[src/rtl/wti_pkg.sv]
package wti_pkg;

    typedef enum logic [1:0] {
        ST_IDLE = 2'd0,
        ST_REQ  = 2'd1,
        ST_XFER = 2'd2
    } wti_state_e;

    localparam logic CMD_READ  = 1'b0;
    localparam logic CMD_WRITE = 1'b1;

endpackage

[src/rtl/wti_line_store.sv]
module wti_line_store #(
    parameter int IDX_W  = 4,
    parameter int TAG_W  = 12,
    parameter int DATA_W = 32
) (
    input  logic              clk,
    input  logic              rst_n,
    input  logic [IDX_W-1:0]  lk_idx,
    output logic              lk_valid,
    output logic [TAG_W-1:0]  lk_tag,
    output logic [DATA_W-1:0] lk_data,
    input  logic              fill_en,
    input  logic [IDX_W-1:0]  fill_idx,
    input  logic [TAG_W-1:0]  fill_tag,
    input  logic [DATA_W-1:0] fill_data,
    input  logic              upd_en,
    input  logic [IDX_W-1:0]  upd_idx,
    input  logic [TAG_W-1:0]  upd_tag,
    input  logic [DATA_W-1:0] upd_data,
    input  logic              inv_en,
    input  logic [IDX_W-1:0]  inv_idx
);
    localparam int LINES = 1 << IDX_W;

    typedef struct packed {
        logic [LINES-1:0]             vld;
        logic [LINES-1:0][TAG_W-1:0]  tag;
        logic [LINES-1:0][DATA_W-1:0] dat;
    } store_t;

    store_t st_d, st_q;

    assign lk_valid = st_q.vld[lk_idx];
    assign lk_tag   = st_q.tag[lk_idx];
    assign lk_data  = st_q.dat[lk_idx];

    always_comb begin
        st_d = st_q;
        if (fill_en) begin
            st_d.vld[fill_idx] = 1'b1;
            st_d.tag[fill_idx] = fill_tag;
            st_d.dat[fill_idx] = fill_data;
        end
        if (upd_en && st_q.vld[upd_idx] && (st_q.tag[upd_idx] == upd_tag)) begin
            st_d.dat[upd_idx] = upd_data;
        end
        // invalidation is applied last so it wins over any update of the same line
        if (inv_en) begin
            st_d.vld[inv_idx] = 1'b0;
        end
    end

    always_ff @(posedge clk or negedge rst_n) begin
        if (!rst_n) st_q <= '0;
        else        st_q <= st_d;
    end

endmodule

[src/rtl/wti_snoop_unit.sv]
module wti_snoop_unit #(
    parameter int ADDR_W = 16,
    parameter int IDX_W  = 4
) (
    input  logic              snp_valid,
    input  logic              snp_wr,
    input  logic [ADDR_W-1:0] snp_addr,
    input  logic [ADDR_W-1:0] cpu_addr,
    input  logic              lk_valid,
    input  logic [ADDR_W-IDX_W-1:0] lk_tag,
    input  logic              fill_en,
    input  logic [IDX_W-1:0]  fill_idx,
    input  logic [ADDR_W-IDX_W-1:0] fill_tag,
    output logic [IDX_W-1:0]  lk_idx,
    output logic              port_free,
    output logic              inv_en,
    output logic [IDX_W-1:0]  inv_idx
);
    localparam int TAG_W = ADDR_W - IDX_W;

    logic [IDX_W-1:0] s_idx;
    logic [TAG_W-1:0] s_tag;
    logic             hit_stored;
    logic             hit_filling;

    assign s_idx = snp_addr[IDX_W-1:0];
    assign s_tag = snp_addr[ADDR_W-1:IDX_W];

    // the snoop owns the single lookup port whenever it is present
    assign lk_idx    = snp_valid ? s_idx : cpu_addr[IDX_W-1:0];
    assign port_free = !snp_valid;

    assign hit_stored  = lk_valid && (lk_tag == s_tag);
    assign hit_filling = fill_en && (fill_idx == s_idx) && (fill_tag == s_tag);

    assign inv_en  = snp_valid && snp_wr && (hit_stored || hit_filling);
    assign inv_idx = s_idx;

endmodule

[src/rtl/wti_ctrl_fsm.sv]
module wti_ctrl_fsm
    import wti_pkg::*;
#(
    parameter int ADDR_W = 16,
    parameter int DATA_W = 32,
    parameter int IDX_W  = 4
) (
    input  logic              clk,
    input  logic              rst_n,
    input  logic              cpu_req,
    input  logic              cpu_we,
    input  logic [ADDR_W-1:0] cpu_addr,
    input  logic [DATA_W-1:0] cpu_wdata,
    output logic              cpu_ready,
    output logic              cpu_hit,
    output logic [DATA_W-1:0] cpu_rdata,
    input  logic              port_free,
    input  logic              lk_valid,
    input  logic [ADDR_W-IDX_W-1:0] lk_tag,
    input  logic [DATA_W-1:0] lk_data,
    output logic              bus_req,
    output logic              bus_cmd,
    output logic [ADDR_W-1:0] bus_addr,
    output logic [DATA_W-1:0] bus_wdata,
    input  logic              bus_gnt,
    input  logic              bus_done,
    input  logic [DATA_W-1:0] bus_rdata,
    output logic              fill_en,
    output logic              upd_en,
    output logic [IDX_W-1:0]  wr_idx,
    output logic [ADDR_W-IDX_W-1:0] wr_tag,
    output logic [DATA_W-1:0] wr_data
);
    typedef struct packed {
        wti_state_e        st;
        logic              we;
        logic [ADDR_W-1:0] addr;
        logic [DATA_W-1:0] wdata;
        logic              rdy;
        logic              hit;
        logic [DATA_W-1:0] rdata;
    } ctrl_t;

    ctrl_t c_d, c_q;
    logic  accept;
    logic  tag_match;
    logic  finish;

    assign accept    = (c_q.st == ST_IDLE) && cpu_req && port_free && !c_q.rdy;
    assign tag_match = lk_valid && (lk_tag == cpu_addr[ADDR_W-1:IDX_W]);
    assign finish    = (c_q.st == ST_XFER) && bus_done;

    always_comb begin
        c_d     = c_q;
        c_d.rdy = 1'b0;
        c_d.hit = 1'b0;
        unique case (c_q.st)
            ST_IDLE: begin
                if (accept) begin
                    if (!cpu_we && tag_match) begin
                        c_d.rdy   = 1'b1;
                        c_d.hit   = 1'b1;
                        c_d.rdata = lk_data;
                    end else begin
                        c_d.st    = ST_REQ;
                        c_d.we    = cpu_we;
                        c_d.addr  = cpu_addr;
                        c_d.wdata = cpu_wdata;
                    end
                end
            end
            ST_REQ: begin
                if (bus_gnt) c_d.st = ST_XFER;
            end
            ST_XFER: begin
                if (bus_done) begin
                    c_d.st    = ST_IDLE;
                    c_d.rdy   = 1'b1;
                    c_d.rdata = c_q.we ? c_q.wdata : bus_rdata;
                end
            end
            default: c_d.st = ST_IDLE;
        endcase
    end

    always_ff @(posedge clk or negedge rst_n) begin
        if (!rst_n) c_q <= '0;
        else        c_q <= c_d;
    end

    assign cpu_ready = c_q.rdy;
    assign cpu_hit   = c_q.hit;
    assign cpu_rdata = c_q.rdata;

    assign bus_req   = (c_q.st != ST_IDLE);
    assign bus_cmd   = c_q.we ? CMD_WRITE : CMD_READ;
    assign bus_addr  = c_q.addr;
    assign bus_wdata = c_q.wdata;

    assign fill_en = finish && !c_q.we;
    assign upd_en  = finish && c_q.we;
    assign wr_idx  = c_q.addr[IDX_W-1:0];
    assign wr_tag  = c_q.addr[ADDR_W-1:IDX_W];
    assign wr_data = c_q.we ? c_q.wdata : bus_rdata;

endmodule

[src/rtl/wti_cache_ctrl.sv]
module wti_cache_ctrl #(
    parameter int ADDR_W = 16,
    parameter int DATA_W = 32,
    parameter int LINES  = 16
) (
    input  logic              clk,
    input  logic              rst_n,
    input  logic              cpu_req,
    input  logic              cpu_we,
    input  logic [ADDR_W-1:0] cpu_addr,
    input  logic [DATA_W-1:0] cpu_wdata,
    output logic              cpu_ready,
    output logic              cpu_hit,
    output logic [DATA_W-1:0] cpu_rdata,
    output logic              bus_req,
    output logic              bus_cmd,
    output logic [ADDR_W-1:0] bus_addr,
    output logic [DATA_W-1:0] bus_wdata,
    input  logic              bus_gnt,
    input  logic              bus_done,
    input  logic [DATA_W-1:0] bus_rdata,
    input  logic              snp_valid,
    input  logic              snp_wr,
    input  logic [ADDR_W-1:0] snp_addr
);
    localparam int IDX_W = $clog2(LINES);
    localparam int TAG_W = ADDR_W - IDX_W;

    logic [IDX_W-1:0]  lk_idx;
    logic              lk_valid;
    logic [TAG_W-1:0]  lk_tag;
    logic [DATA_W-1:0] lk_data;
    logic              port_free;
    logic              inv_en;
    logic [IDX_W-1:0]  inv_idx;
    logic              fill_en;
    logic              upd_en;
    logic [IDX_W-1:0]  wr_idx;
    logic [TAG_W-1:0]  wr_tag;
    logic [DATA_W-1:0] wr_data;

    wti_snoop_unit #(.ADDR_W(ADDR_W), .IDX_W(IDX_W)) u_snoop (
        .snp_valid (snp_valid),
        .snp_wr    (snp_wr),
        .snp_addr  (snp_addr),
        .cpu_addr  (cpu_addr),
        .lk_valid  (lk_valid),
        .lk_tag    (lk_tag),
        .fill_en   (fill_en),
        .fill_idx  (wr_idx),
        .fill_tag  (wr_tag),
        .lk_idx    (lk_idx),
        .port_free (port_free),
        .inv_en    (inv_en),
        .inv_idx   (inv_idx)
    );

    wti_line_store #(.IDX_W(IDX_W), .TAG_W(TAG_W), .DATA_W(DATA_W)) u_store (
        .clk       (clk),
        .rst_n     (rst_n),
        .lk_idx    (lk_idx),
        .lk_valid  (lk_valid),
        .lk_tag    (lk_tag),
        .lk_data   (lk_data),
        .fill_en   (fill_en),
        .fill_idx  (wr_idx),
        .fill_tag  (wr_tag),
        .fill_data (wr_data),
        .upd_en    (upd_en),
        .upd_idx   (wr_idx),
        .upd_tag   (wr_tag),
        .upd_data  (wr_data),
        .inv_en    (inv_en),
        .inv_idx   (inv_idx)
    );

    wti_ctrl_fsm #(.ADDR_W(ADDR_W), .DATA_W(DATA_W), .IDX_W(IDX_W)) u_fsm (
        .clk       (clk),
        .rst_n     (rst_n),
        .cpu_req   (cpu_req),
        .cpu_we    (cpu_we),
        .cpu_addr  (cpu_addr),
        .cpu_wdata (cpu_wdata),
        .cpu_ready (cpu_ready),
        .cpu_hit   (cpu_hit),
        .cpu_rdata (cpu_rdata),
        .port_free (port_free),
        .lk_valid  (lk_valid),
        .lk_tag    (lk_tag),
        .lk_data   (lk_data),
        .bus_req   (bus_req),
        .bus_cmd   (bus_cmd),
        .bus_addr  (bus_addr),
        .bus_wdata (bus_wdata),
        .bus_gnt   (bus_gnt),
        .bus_done  (bus_done),
        .bus_rdata (bus_rdata),
        .fill_en   (fill_en),
        .upd_en    (upd_en),
        .wr_idx    (wr_idx),
        .wr_tag    (wr_tag),
        .wr_data   (wr_data)
    );

endmodule

[config.mk]
export PLATFORM = sky130hd
export DESIGN_NAME = wti_cache_ctrl
export DESIGN_NICKNAME = d
export VERILOG_FILES = /design/src/rtl/wti_pkg.sv /design/src/rtl/wti_line_store.sv /design/src/rtl/wti_snoop_unit.sv /design/src/rtl/wti_ctrl_fsm.sv /design/src/rtl/wti_cache_ctrl.sv
export SDC_FILE = /design/constraint.sdc
export NUM_CORES = 2
export LEC_CHECK = 0
export BUFFER_PORTS_ARGS = -buffer_cell sky130_fd_sc_hd__buf_2
export CORE_MARGIN = 4
export CORE_UTILIZATION = 31
export DETAILED_ROUTE_END_ITERATION = 10
export PLACE_DENSITY = 0.53
export SETUP_SLACK_MARGIN = 0.05
export SLEW_MARGIN = 20
export SYNTH_ARGS = -nofsm -noshare
export SYNTH_HDL_FRONTEND = slang
export SYNTH_SLANG_ARGS = --single-unit
[constraint.sdc]
create_clock -name clk -period 3.25 [get_ports clk]
set_input_delay 0.4875 -clock clk [delete_from_list [all_inputs] [get_ports clk]]
set_output_delay 0.4875 -clock clk [all_outputs]
set_load 0.01 [all_outputs]
**Yosys cells after proc, flatten, opt, wreduce, memory -nomap -nowiden**

Index checks and enable logic that the tools add are counted.

- Bits of input ports: 104
- Register bits after elaboration: 805
- Output and inout bits: 84

- Bitwise logic cells: 4
- Reduce and logical (&&, ||, !) cells: 28
- $lt $le $gt $ge: 5
- Muxes and demuxes: 38
- Eq/ne operators: 12

Operator list:

| cell | number |
|---|---|
| 512-bit bitwise mux | 2 |
| 720-bit two-way mux | 1 |
| 512-bit two-way mux | 1 |
| 192-bit bitwise mux | 1 |
| 32-bit binary-select mux with 4-bit select | 1 |
| 32-bit demux with 4-bit select | 1 |
| 32-bit two-way mux | 4 |
| 12-bit binary-select mux with 4-bit select | 2 |
| 85-bit two-way mux | 1 |
| 32-bit one-hot mux with 2 select lines | 1 |
| 51-bit two-way mux | 1 |
| 12-bit demux with 4-bit select | 1 |
| 12-bit == test | 4 |
| 12-bit two-way mux | 3 |
| 34-bit two-way mux | 1 |
| 1-bit logical AND | 17 |
| 16-bit bitwise AND | 1 |
| 16-bit two-way mux | 1 |
| 16-bit inverter | 1 |
| 16-bit OR | 1 |
| 4-bit by 5-bit less-than comparator with 1-bit output (second input constant) | 3 |
| 1-bit binary-select mux with 4-bit select | 2 |
| 1-bit demux with 4-bit select | 2 |
| 4-bit by 1-bit >= comparator with 1-bit output (second input constant) | 2 |
| other kinds (17) | 32 |

**Logic depth before layout (Yosys ltp)**

- Word-level depth: 9
- Depth in mapped cells: 14

**Cells and area by module**

Synthesis repeated with hierarchy kept, for this count alone.

- Cells, all modules: 3,174
- Area total of the unflattened synthesis: 45,673.8 µm²

By module, submodules not included:

| module | cells an instance | times used | area each (µm²) |
|---|---|---|---|
| wti_line_store | 2,742 | 1 | 40,624.0 |
| wti_ctrl_fsm | 383 | 1 | 4,649.5 |
| wti_snoop_unit | 49 | 1 | 400.4 |

**Worst setup path before layout**

Ideal clock, no wire load.

- Path kind: input to register
- Start point: in snp_valid
- End point: reg u_fsm.c_q (netlist bit u_fsm.bus_addr[0])
- Cell stages on the path: 11
- Buffers on the path: 2
- Arrival time: 3.479 ns
- Library setup time: 0.128 ns
- Setup slack: -0.357 ns
- Data required time: 3.122 ns
- Cell sequence: buf_2 mux2i_1 mux4_2 nand2_1 a31oi_1 xor2_1 or4_1 nor4_4 nor2_1 buf_2 mux2_1

- Cells in the longest elaborated chain, start to end: 8

Ends and longest elaborated chain:

| what | line | RTL |
|---|---|---|
| start: declaration | wti_cache_ctrl.sv:22 | `input logic snp_valid,` |
| 4-bit two-way mux | wti_snoop_unit.sv:30 | `assign lk_idx = snp_valid ? s_idx : cpu_addr[IDX_W-1:0];` |
| 12-bit binary-select mux with 4-bit select | wti_line_store.sv:34 | `assign lk_tag = st_q.tag[lk_idx];` |
| 12-bit two-way mux (implied by the code) | wti_line_store.sv:34 |  |
| 12-bit == test | wti_ctrl_fsm.sv:50 | `assign tag_match = lk_valid && (lk_tag == cpu_addr[ADDR_W-1:IDX_W]);` |
| 1-bit logical AND | wti_ctrl_fsm.sv:50 |  |
| 1-bit logical AND | wti_ctrl_fsm.sv:60 | `if (!cpu_we && tag_match) begin` |
| 1-bit inverter (no source line) | - |  |
| 3-bit AND reduction (no source line) * | - |  |
| end signal: assignment | wti_ctrl_fsm.sv:87 | `if (!rst_n) c_q <= '0;` |
| end signal: assignment | wti_ctrl_fsm.sv:88 | `else c_q <= c_d;` |
| end: declaration | wti_ctrl_fsm.sv:44 | `ctrl_t c_d, c_q;` |

Every way passes the cells marked *; elsewhere a longest branch is shown, timed or not. The select of a mux whose other input is x is not followed.
A chain may end at the register's enable or synchronous reset.

==> impl.org <==
** Setup path
- Required time at the worst-slack endpoint :: 3820 ps
- The worst setup path is of the reg2reg kind.
- Across all register-to-register paths, the minimum setup slack is -520 ps.
- Critical Path Start Type :: flop
- Traced cell by cell, the critical path runs through buf_12 > buf_12 > mux4_2 > mux4_2 > xnor2_4 > and4_4 > nand2_8 > nor4_4 > buf_4 > a31oi_4 > buf_12 > clkbuf_16 > mux2_2.
- Maximum fanout encountered on the critical timing path :: 8
- By instance count, the cell type seen most on the critical path is sky130_fd_sc_hd__buf_12.
- For the worst setup path, the data arrival time is 4340 ps.
- Critical path's slowest cell :: sky130_fd_sc_hd__mux4_2
- The worst setup path is captured at a flop.
- On the worst path, the slowest cell contributes a delay of 560 ps.

** Global route
- The total overflow left after global routing is 0.
- Total Routing Usage GR :: 19.2%
- Initial antenna violation count :: 4
- Pin count of the biggest net entering global routing :: 128
- Global-route wire length before repair :: 196 mm
- Number of global-route vias before repair :: 29200

** Route
- Drt via density :: 5.24
- Drt drc :: 0
- In the final routed layout, each cell accounts on average for 24.4 µm.
- Total wire length :: 133 mm
- DR vias :: 28600
- Count of TritonRoute iterations in the first routing pass :: 5
- Drt first-iter violations :: 2495
- The count of nets left with antenna violations once routing finished came out at 0.

** STA
- Final period utilization :: 116%
- Setup ws final :: -520 ps
- The number of failing hold endpoints at the final stage was 0.
- Transition at the pin with the smallest max-transition slack :: 896 ps
- FMAX :: 265 MHz
- The max-slew violation total from the final report is 0.
- Setup repair after global routing could not meet its margin everywhere.
- For the finished layout, the period the worst path requires is 3770 ps.
- After routing, the total negative slack on setup checks comes to -196700 ps.
- Setup violations remaining at the end of the flow were counted as 539.
- Max-slew headroom at the worst pin :: 40.3%
- Clock skew :: 42.1 ps

** Clock network
- TritonCTS built the clock tree.
- The tree is rooted in a sky130_fd_sc_hd__clkbuf_16.
- Clock latency on the worst-skew pair, taken at its later pin, is 730 ps.
- TritonCTS sink count :: 805
- Clock tree synthesis inserted a total of 94 buffers.
- Maximum level of the CTS H-tree :: 3
- Number of buffers on the longest clock path :: 3
- Post-CTS clock slew at the launch and capture registers of the worst setup and hold paths :: 60 ps

** Logic synthesis
- After synthesis, the most frequently instantiated cells are sky130_fd_sc_hd__dfrtp_1 (805), sky130_fd_sc_hd__nand2_1 (764), sky130_fd_sc_hd__mux2_2 (538), sky130_fd_sc_hd__clkbuf_1 (205), sky130_fd_sc_hd__mux2_1 (181).
- Net count after synthesis :: 3485
- Count of different cell masters after synthesis :: 48
- Fraction of synthesized cell area taken by the top area cell type :: 50.7%
- Dividing the synthesized area by the synthesized cell count gives 11.8 µm².
- Asr flop ratio synth :: 100%
- Most frequent cell after synthesis :: sky130_fd_sc_hd__dfrtp_1
- For this run, the leading register cell type out of synthesis is sky130_fd_sc_hd__dfrtp_1.
- Counting flops and latches in the post-synthesis netlist gives 805.
- Synth Warn # :: 0
- Cells taking the most area after synthesis :: sky130_fd_sc_hd__dfrtp_1 (51%), sky130_fd_sc_hd__mux2_2 (15%), sky130_fd_sc_hd__mux4_2 (7.9%), sky130_fd_sc_hd__nand2_1 (7.2%), sky130_fd_sc_hd__mux2_1 (5.1%)
- Synthesized area :: 39700 µm²
- Synth Instances :: 3381
- Counting flops with a built-in enable in the synthesized netlist gives 0.
- Of the synthesized area, sequential elements account for 50.7%.
- Biggest area consumer among synthesized cells :: sky130_fd_sc_hd__dfrtp_1

** Min path
- The worst hold path belongs to the class in2reg.

** Layout
- Cells with a size suffix above 1 make up 42.5% of the layout.
- Count of nets after finishing :: 3825
- Growth of design area from synthesis to finish :: 25.0%
- Area of all placed cells without fillers :: 49700 µm²
- The finished layout holds 5456 standard cells, fillers aside.

** Run
- Number of max-cap violations :: 0

** Power
- Pwr Density :: 771 nW/µm²
- Pwr Total :: 38.3 mW
- Peak ir drop on the vdd network :: 0.000466 V
- Summed over all cells, the static leakage comes to 23.7 nW.

** Floorplan
- The die is 366 µm tall.
- The initial utilization of the core area, before any placement, comes to 31.2%.
- In this run the horizontal extent of the chip is 366 µm.
- Pin placement for this block handled 188 I/O pins.
- Row count :: 131
- The die covers 134000 µm².
- The total area inside the core boundary comes to 127000 µm².

** Placement
- DP Area :: 45500 µm²
- Routability-driven placement finished with a final weighted congestion of 0.830.
- Count of input and output buffers :: 187
- After legalization and detailed placement, the total HPWL measured 80.9 mm.
- Number of placed cells counting well taps :: 5223

** Status
- The final reports fail on setup timing.
- The run finished, with violations left.
-- worst max-delay path: cells and delay by family (launching register included) --
family	cells	cell delay, ps
flops	1	520
mux	3	1390
buf+inv	5	800
simple gates	3	620
compound gates	1	100
xor+xnor	1	210
-- through the flow --
step                      setup slack (ps)  utilization [%]  hold WS (ps)
final                                 -520             39.0          68.5
after global routing                  -582             39.0          46.0
after CTS                             -506             38.6          5.25
after floorplan                       -107                -           192
after detailed placement              -707             35.7           479
after global placement                -725             35.7           470
-- repair_timing --
item	CTS	global route
setup endpoints to repair	515	591
resized for setup	29	41
gates cloned	0	10
pin swaps	3	1
buffers inserted	10	13
endpoints found under the hold margin	76	0
hold buffers	35	0
-- cell usage in the layout (no fill, tap or decap), drive strengths merged, types with 18 or more instances in the layout --
cell type / netlist / final
dlygate4sd3: 0 / 35
a21oi: 18 / 18
nand3: 112 / 112
dfrtp: 805 / 805
nand2: 764 / 764
a22oi: 48 / 48
a31oi: 57 / 57
xnor2: 35 / 35
and3: 54 / 54
clkinv: 0 / 19
buf: 148 / 553
o22ai: 28 / 28
mux4: 139 / 139
o21ai: 35 / 35
mux2: 719 / 719
a221oi: 25 / 25
nor2: 57 / 57
clkbuf: 205 / 148
-- routing by layer --
metal	vias up	part of all wire, %	track usage [%]
li1	12600	-	-
met1	14900	46	27.3
met2	895	46	30.4
met3	179	5.9	3.15
met4	0	2.1	4.98
met5	-	0	0
-- power by group --
group,internal [mW],leakage (nW),switching (mW)
Clock,6.04,1.49,4.49
Combinational,6.49,11.3,6.21
Sequential,13.1,10.9,1.96
Total,25.6,23.7,12.7
-- final timing paths --
| kind | to | cells past startpoint | startpoint |
|---|---|---|---|
| setup reg to reg | u_store.st_q[501] | 13 | u_fsm.bus_addr[0] |
| setup / recovery | u_store.st_q[501] | 13 | u_fsm.bus_addr[0] |
| hold reg to reg | u_store.st_q[100] | 1 | u_store.st_q[100] |
| hold / removal | u_fsm.bus_addr[10] | 2 | cpu_addr[10] |
| min in group asynchronous | u_fsm.cpu_rdata[2] | 2 | rst_n |
| max in group asynchronous | u_fsm.bus_addr[15] | 3 | rst_n |
-- layout make-up --
cell class / count / area (µm²)
antenna: 1 / 2.50
clock buffer: 139 / 2700
clock inverter: 29 / 350
fill: 12100 / 77700
inverter: 5 / 18.8
multi-input combinational: 2218 / 19100
sequential: 805 / 20200
tap: 1662 / 2080
timing repair buffer: 597 / 5290
-- logic make-up after synthesis --
family                 share of synthesized area [%]
buffers and inverters                           4.30
AO/OA/AOI/OAI                                   4.22
XOR/XNOR                                        1.15
AND/OR/NAND/NOR                                 11.1
multiplexers                                    28.5
flip-flops                                      50.7
Power figures use the tool's default switching activity.
